`src/rtl/alu_pkg.sv`:
```
package alu_pkg;

    typedef enum logic [1:0] {
        OP_ADD     = 2'b00,
        OP_ADC     = 2'b01,
        OP_DADJ    = 2'b10,
        OP_ADD_ALT = 2'b11
    } alu_op_e;

    typedef struct packed {
        logic h;
        logic n;
        logic z;
        logic v;
        logic c;
    } alu_flags_t;

    localparam int BCD_DIGIT_MAX = 9;

    // Digit value above the largest legal BCD digit.
    function automatic logic digit_over(input logic [3:0] d, input int limit);
        return ({28'd0, d} > limit[31:0]);
    endfunction

endpackage

```
`src/rtl/alu_add.sv`:
```
module alu_add
    import alu_pkg::*;
#(
    parameter int W    = 8,
    parameter int HBIT = 4
) (
    input  logic [W-1:0] a,
    input  logic [W-1:0] b,
    input  logic         cin,
    output logic [W-1:0] sum,
    output alu_flags_t   fl
);
    logic [W:0]   r;
    logic [W:0]   vx;
    logic [W-1:0] hx;

    always_comb begin
        r   = {1'b0, a} + {1'b0, b} + {{W{1'b0}}, cin};
        vx  = {1'b0, a} ^ {1'b0, b} ^ r ^ (r >> 1);
        hx  = a ^ b ^ r[W-1:0];
        sum = r[W-1:0];
        fl.h = hx[HBIT];
        fl.v = vx[W-1];
        fl.c = r[W];
        fl.n = r[W-1];
        fl.z = (r[W-1:0] == '0);
    end

endmodule

```
`src/rtl/alu_dadj.sv`:
```
module alu_dadj
    import alu_pkg::*;
#(
    parameter int W = 8
) (
    input  logic [W-1:0] acc,
    input  logic         h_in,
    input  logic         c_in,
    output logic [W-1:0] res,
    output alu_flags_t   fl
);
    localparam int NW = W / 2;

    logic [3:0]   lo_dig;
    logic [3:0]   hi_dig;
    logic         fix_lo;
    logic         fix_hi;
    logic [W-1:0] corr;
    logic [W:0]   s;

    always_comb begin
        lo_dig = acc[3:0];
        hi_dig = acc[NW+3:NW];
        fix_lo = digit_over(lo_dig, BCD_DIGIT_MAX) || h_in;
        fix_hi = digit_over(hi_dig, BCD_DIGIT_MAX) || c_in ||
                 (digit_over(hi_dig, BCD_DIGIT_MAX - 1) && digit_over(lo_dig, BCD_DIGIT_MAX));
        corr = '0;
        if (fix_lo) corr[3:0]       = 4'h6;
        if (fix_hi) corr[NW+3:NW]   = 4'h6;
        s    = {1'b0, acc} + {1'b0, corr};
        res  = s[W-1:0];
        fl.h = h_in;
        fl.v = 1'b0;
        fl.c = s[W] | c_in;
        fl.n = s[W-1];
        fl.z = (s[W-1:0] == '0);
    end

endmodule

```
`src/rtl/alu_outreg.sv`:
```
module alu_outreg
    import alu_pkg::*;
#(
    parameter int W = 16
) (
    input  logic         clk,
    input  logic         rst,
    input  logic         vld_d,
    input  logic [W-1:0] res_d,
    input  alu_flags_t   fl_d,
    output logic         vld_q,
    output logic [W-1:0] res_q,
    output alu_flags_t   fl_q
);
    always_ff @(posedge clk) begin
        if (rst) begin
            vld_q <= 1'b0;
            res_q <= '0;
            fl_q  <= '0;
        end else begin
            vld_q <= vld_d;
            if (vld_d) begin
                res_q <= res_d;
                fl_q  <= fl_d;
            end
        end
    end

endmodule

```
`src/rtl/alu_core.sv`:
```
module alu_core
    import alu_pkg::*;
#(
    parameter int BYTE_W = 8
) (
    input  logic                clk,
    input  logic                rst,
    input  logic                in_valid,
    input  logic [1:0]          op_sel,
    input  logic                wide_sel,
    input  logic [2*BYTE_W-1:0] opnd_a,
    input  logic [2*BYTE_W-1:0] opnd_b,
    input  logic                h_flag_in,
    input  logic                c_flag_in,
    output logic                out_valid,
    output logic [2*BYTE_W-1:0] result,
    output logic                flag_h,
    output logic                flag_n,
    output logic                flag_z,
    output logic                flag_v,
    output logic                flag_c
);
    localparam int WORD_W = 2 * BYTE_W;
    localparam int HALF_B = BYTE_W / 2;

    alu_op_e             op;
    logic                carry_use;
    logic [BYTE_W-1:0]   n_sum;
    logic [WORD_W-1:0]   w_sum;
    logic [BYTE_W-1:0]   d_res;
    alu_flags_t          n_fl, w_fl, d_fl, mux_fl, q_fl;
    logic [WORD_W-1:0]   mux_res;

    assign op        = alu_op_e'(op_sel);
    assign carry_use = (op == OP_ADC) && c_flag_in;

    alu_add #(.W(BYTE_W), .HBIT(HALF_B)) u_add_byte (
        .a   (opnd_a[BYTE_W-1:0]),
        .b   (opnd_b[BYTE_W-1:0]),
        .cin (carry_use),
        .sum (n_sum),
        .fl  (n_fl)
    );

    alu_add #(.W(WORD_W), .HBIT(HALF_B)) u_add_word (
        .a   (opnd_a),
        .b   (opnd_b),
        .cin (carry_use),
        .sum (w_sum),
        .fl  (w_fl)
    );

    alu_dadj #(.W(BYTE_W)) u_dadj (
        .acc  (opnd_a[BYTE_W-1:0]),
        .h_in (h_flag_in),
        .c_in (c_flag_in),
        .res  (d_res),
        .fl   (d_fl)
    );

    always_comb begin
        if (op == OP_DADJ) begin
            mux_res = {{BYTE_W{1'b0}}, d_res};
            mux_fl  = d_fl;
        end else if (wide_sel) begin
            mux_res  = w_sum;
            mux_fl   = w_fl;
            mux_fl.h = h_flag_in;
        end else begin
            mux_res = {{BYTE_W{1'b0}}, n_sum};
            mux_fl  = n_fl;
        end
    end

    alu_outreg #(.W(WORD_W)) u_outreg (
        .clk   (clk),
        .rst   (rst),
        .vld_d (in_valid),
        .res_d (mux_res),
        .fl_d  (mux_fl),
        .vld_q (out_valid),
        .res_q (result),
        .fl_q  (q_fl)
    );

    assign flag_h = q_fl.h;
    assign flag_n = q_fl.n;
    assign flag_z = q_fl.z;
    assign flag_v = q_fl.v;
    assign flag_c = q_fl.c;

endmodule

```
`config.mk`:
```
export PLATFORM = sky130hd
export DESIGN_NAME = alu_core
export DESIGN_NICKNAME = d
export VERILOG_FILES = /design/src/rtl/alu_pkg.sv /design/src/rtl/alu_add.sv /design/src/rtl/alu_dadj.sv /design/src/rtl/alu_outreg.sv /design/src/rtl/alu_core.sv
export SDC_FILE = /design/constraint.sdc
export NUM_CORES = 1
export LEC_CHECK = 0
export BUFFER_PORTS_ARGS = -buffer_cell sky130_fd_sc_hd__buf_2
export CAP_MARGIN = 20
export CORE_MARGIN = 8
export CORE_UTILIZATION = 56
export CTS_CLUSTER_DIAMETER = 100
export DETAILED_ROUTE_END_ITERATION = 10
export PLACE_DENSITY = 0.94
export SETUP_SLACK_MARGIN = 0.5
export SYNTH_ARGS = -nofsm -noshare
export SYNTH_HDL_FRONTEND = slang
export SYNTH_HIERARCHICAL = 1
export SYNTH_SLANG_ARGS = --single-unit
```
`constraint.sdc`:
```
create_clock -name clk -period 4.4 [get_ports clk]
set_input_delay 0.44 -clock clk [delete_from_list [all_inputs] [get_ports clk]]
set_output_delay 0.44 -clock clk [all_outputs]
set_load 0.02 [all_outputs]
```
==> flow_summary.yaml <==
status:
  status: "complete, no violations"
floorplan:
  die_x_um: 87.3
  coreArea_mm2: 0.00501
  dieArea_mm2: 0.00762
  start_util_pct: 56.8
  io_pins: 62
  rows: 26
  die_h_um: 87.3
synth:
  synth-seq-cells: 22
  synth_nets: 394
  yosysWarnings: 6
  async_flop_share_pct: 0
  yosysSeqAreaShare_pct: 15.5
  synthFlopType: "dfxtp_1"
  synth_edf_count: 0
  synth_cells: 323
  avgSynthCellArea_um2: 8.81
  synth_cell_types: 63
  netlist_area_mm2: 0.00285
power:
  power.density_mw_per_mm2: 253
  pwr-share-clk_pct: 17.9
  ir_drop_v: 0.000146
  switching_share_pct: 38.0
  leakagePower_nw: 1.56
  seqPwrFrac_pct: 28.1
  comb_power_share_pct: 54.0
  power_mw: 0.799
  switching_power_mw: 0.304
  p_int_mw: 0.495
timing:
  layout_setup_ws_ns: 0.989
  drv_slew: 0
  fin_skew_ns: 0
  finalSetupViolCount: 0
  rsz0062_at_grt: "no"
  period_share_pct: 77.5
  period_minus_slack_ns: 3.41
  slew_headroom_pct: 44.3
  tightestPinTransition_ns: 0.835
  hold_viol: 0
  max_freq_mhz: 293
  setup-tns-final_ns: 0
grt:
  grt_pass1_wl_um: 11300
  grt_max_degree: 23
  grt_antenna_before_repair: 0
  globalRouteOverflowTotal: 0
  grt_usage_pct: 18.1
  grt_pass1_vias: 2545
clock_tree:
  clock_path_buffers: 2
  ctsHoldBuffers: 0
  post-cts-setup-buffers: 0
  clockRootBuffer: "clkbuf_8"
  cts.sinks: 22
  clkSlewWorstSetupHoldPaths_ns: 0.08
  cts_resized: 0
  cts_buffers: 3
  cts_tree: "yes"
  htreeDepth: 1
  insertion_delay_ns: 0.26
routing:
  drt_iter0_drc: 93
  first_pass_iters: 5
  wirelength_um: 7070
  via_count: 2619
  drc: 0
  wire_per_inst_um: 16.0
  postRouteAntennaNets: 0
  vias_per_cell: 5.93
worst_setup_path:
  path_buf_inv: 2
  cp_cell_sequence: "buf_2, nand2_1, nor2_1, inv_1, fa_1, nand2b_1, a211oi_2, o21ai_1, o31a_1, a2111oi_2, nor4_1, nor4b_2, mux2_4, mux2_2, mux2i_1, nor2_1"
  cp_data_required_time_ns: 4.55
  worstPathArrival_ns: 3.56
  cp_max_fo: 5
  critPathSlowestCell: "fa_1"
  max_stage_delay_ns: 0.37
  critPathKind: "in2reg"
  crit_top_cell: "nor2_1"
  critPathTopFamily: "compound AO/OA/AOI/OAI gates"
  worstSetupEndpointType: "flop"
  cp-start-kind: "primary input"
place:
  placed_area_mm2: 0.00310
  gp_congestion: 0.901
  post-place-ws_ns: 0.752
  placed_cells: 438
  numPortBuffers: 61
  dpl.hpwl_um: 5870
job:
  maxCapViolCount: 0
final_layout:
  antenna_cells: 0
  nets: 444
  stdcell_count: 442
  final_area_mm2: 0.00316
  drive_above_1_share_pct: 29.8
  fillers: 451
  syn_to_final_growth_pct: 11.0
worst_hold_path:
  hold_path_class: "reg2reg"
cells in the final DEF (no fill, tap or decap), drive strengths merged, types with 2 or more instances in the layout:
| cell | instances |
|---|---|
| buf | 61 |
| nor2 | 35 |
| ha | 26 |
| mux2 | 26 |
| mux2i | 23 |
| dfxtp | 22 |
| inv | 21 |
| nand2 | 15 |
| a21o | 13 |
| xnor2 | 12 |
| a21oi | 12 |
| and3 | 10 |
| o21ai | 9 |
| xor2 | 8 |
| nor3 | 7 |
| nand2b | 6 |
| nand3 | 6 |
| fa | 5 |
| nor4 | 5 |
| clkbuf | 4 |
| nor2b | 3 |
| o21bai | 3 |
| or3 | 3 |
| a211oi | 3 |
| nand3b | 2 |
| a21boi | 2 |
| a311o | 2 |
| o21a | 2 |
| o211ai | 2 |
| o31ai | 2 |
| a221oi | 2 |
| a2111oi | 2 |
| a41oi | 2 |
cell families (layout without fill, tap and decap cells):
family / count (synthesis) / after routing / synth area share, %
other cells: 1 / 1 / 0.132
buf+inv: 37 / 86 / 7.52
fa+ha+maj: 31 / 31 / 14.9
mux: 49 / 49 / 20.2
xor+xnor: 20 / 20 / 6.15
flops: 22 / 22 / 15.5
simple gates: 97 / 97 / 17.9
compound gates: 66 / 66 / 17.6
state kept, by name (all words and copies together) (netlist names):
register and flops:
u_outreg/fl_q 5, u_outreg/vld_q 1, u_outreg/res_q 16
power groups by stage:
| stage | Sequential (mW) | Combinational, mW | Clock, mW |
|---|---|---|---|
| 5_1_grt | 0.227 | 0.468 | 0.154 |
| 6_report | 0.225 | 0.431 | 0.143 |
| 2_1_floorplan | 0.250 | 0.312 | 0 |
| 3_5_place_dp | 0.229 | 0.424 | 0 |
| 4_1_cts | 0.225 | 0.426 | 0.146 |
| 3_3_place_gp | 0.229 | 0.409 | 0 |
cell usage after synthesis, drive strengths merged (5+ instances only):
cell    count  share of area (%)
ha         26                 11
o21ai       9                1.6
nor3        7                1.2
xnor2      12                3.7
nor4        5                1.3
dfxtp      22                 15
nor2       35                4.7
and3       10                2.6
nand2      15                2.0
a21o       13                3.5
mux2i      23                8.1
nand3       6                1.1
buf        14                4.5
mux2       26                 12
xor2        8                2.5
a21oi      12                2.4
inv        21                2.8
nand2b      6                1.3
fa          5                3.5
worst paths after layout:
check                                                startpoint                               to  slack, ns  depth (start not counted)
worst max register to register  u_outreg/res_q[15]$_SDFFE_PP0P_  u_outreg/res_q[15]$_SDFFE_PP0P_       3.72                          2
worst min register to register   u_outreg/res_q[2]$_SDFFE_PP0P_   u_outreg/res_q[2]$_SDFFE_PP0P_       0.49                          2
worst min-delay path             u_outreg/res_q[2]$_SDFFE_PP0P_   u_outreg/res_q[2]$_SDFFE_PP0P_       0.49                          2
worst max-delay path                                  c_flag_in    u_outreg/fl_q[2]$_SDFFE_PP0P_       0.99                         16
per-layer routing:
metal	global-route usage, %	wire (µm)	up-vias
li1	-	-	1269
met2	32.9	3580	98
met5	0	0	-
met1	20.1	2800	1236
met4	8.28	172	0
met3	2.74	515	16
area by class of cell:
| class | instances | area [µm²] | share of cell area (%) |
|---|---|---|---|
| Clock buffer | 4 | 55.1 | 1.74 |
| Inverter | 21 | 78.8 | 2.50 |
| Multi-Input combinational cell | 264 | 2190 | 69.4 |
| Sequential cell | 22 | 440 | 13.9 |
| Tap cell | 70 | 87.6 | 2.77 |
| Timing Repair Buffer | 61 | 305 | 9.66 |
worst min-delay path: stages, from the launching register on:
cell,delay [ns]
dfxtp_1,0.32
mux2i_1,0.06
nor2_1,0.07
stage by stage:
step | hold WS (ns) | utilization [%]
2_1_floorplan | 0.512 | -
3_3_place_gp | 0.466 | 62.0
3_5_place_dp | 0.480 | 62.0
4_1_cts | 0.499 | 63.1
5_1_grt | 0.530 | 63.1
6_report | 0.490 | 63.1
Power figures use the tool's default switching activity.
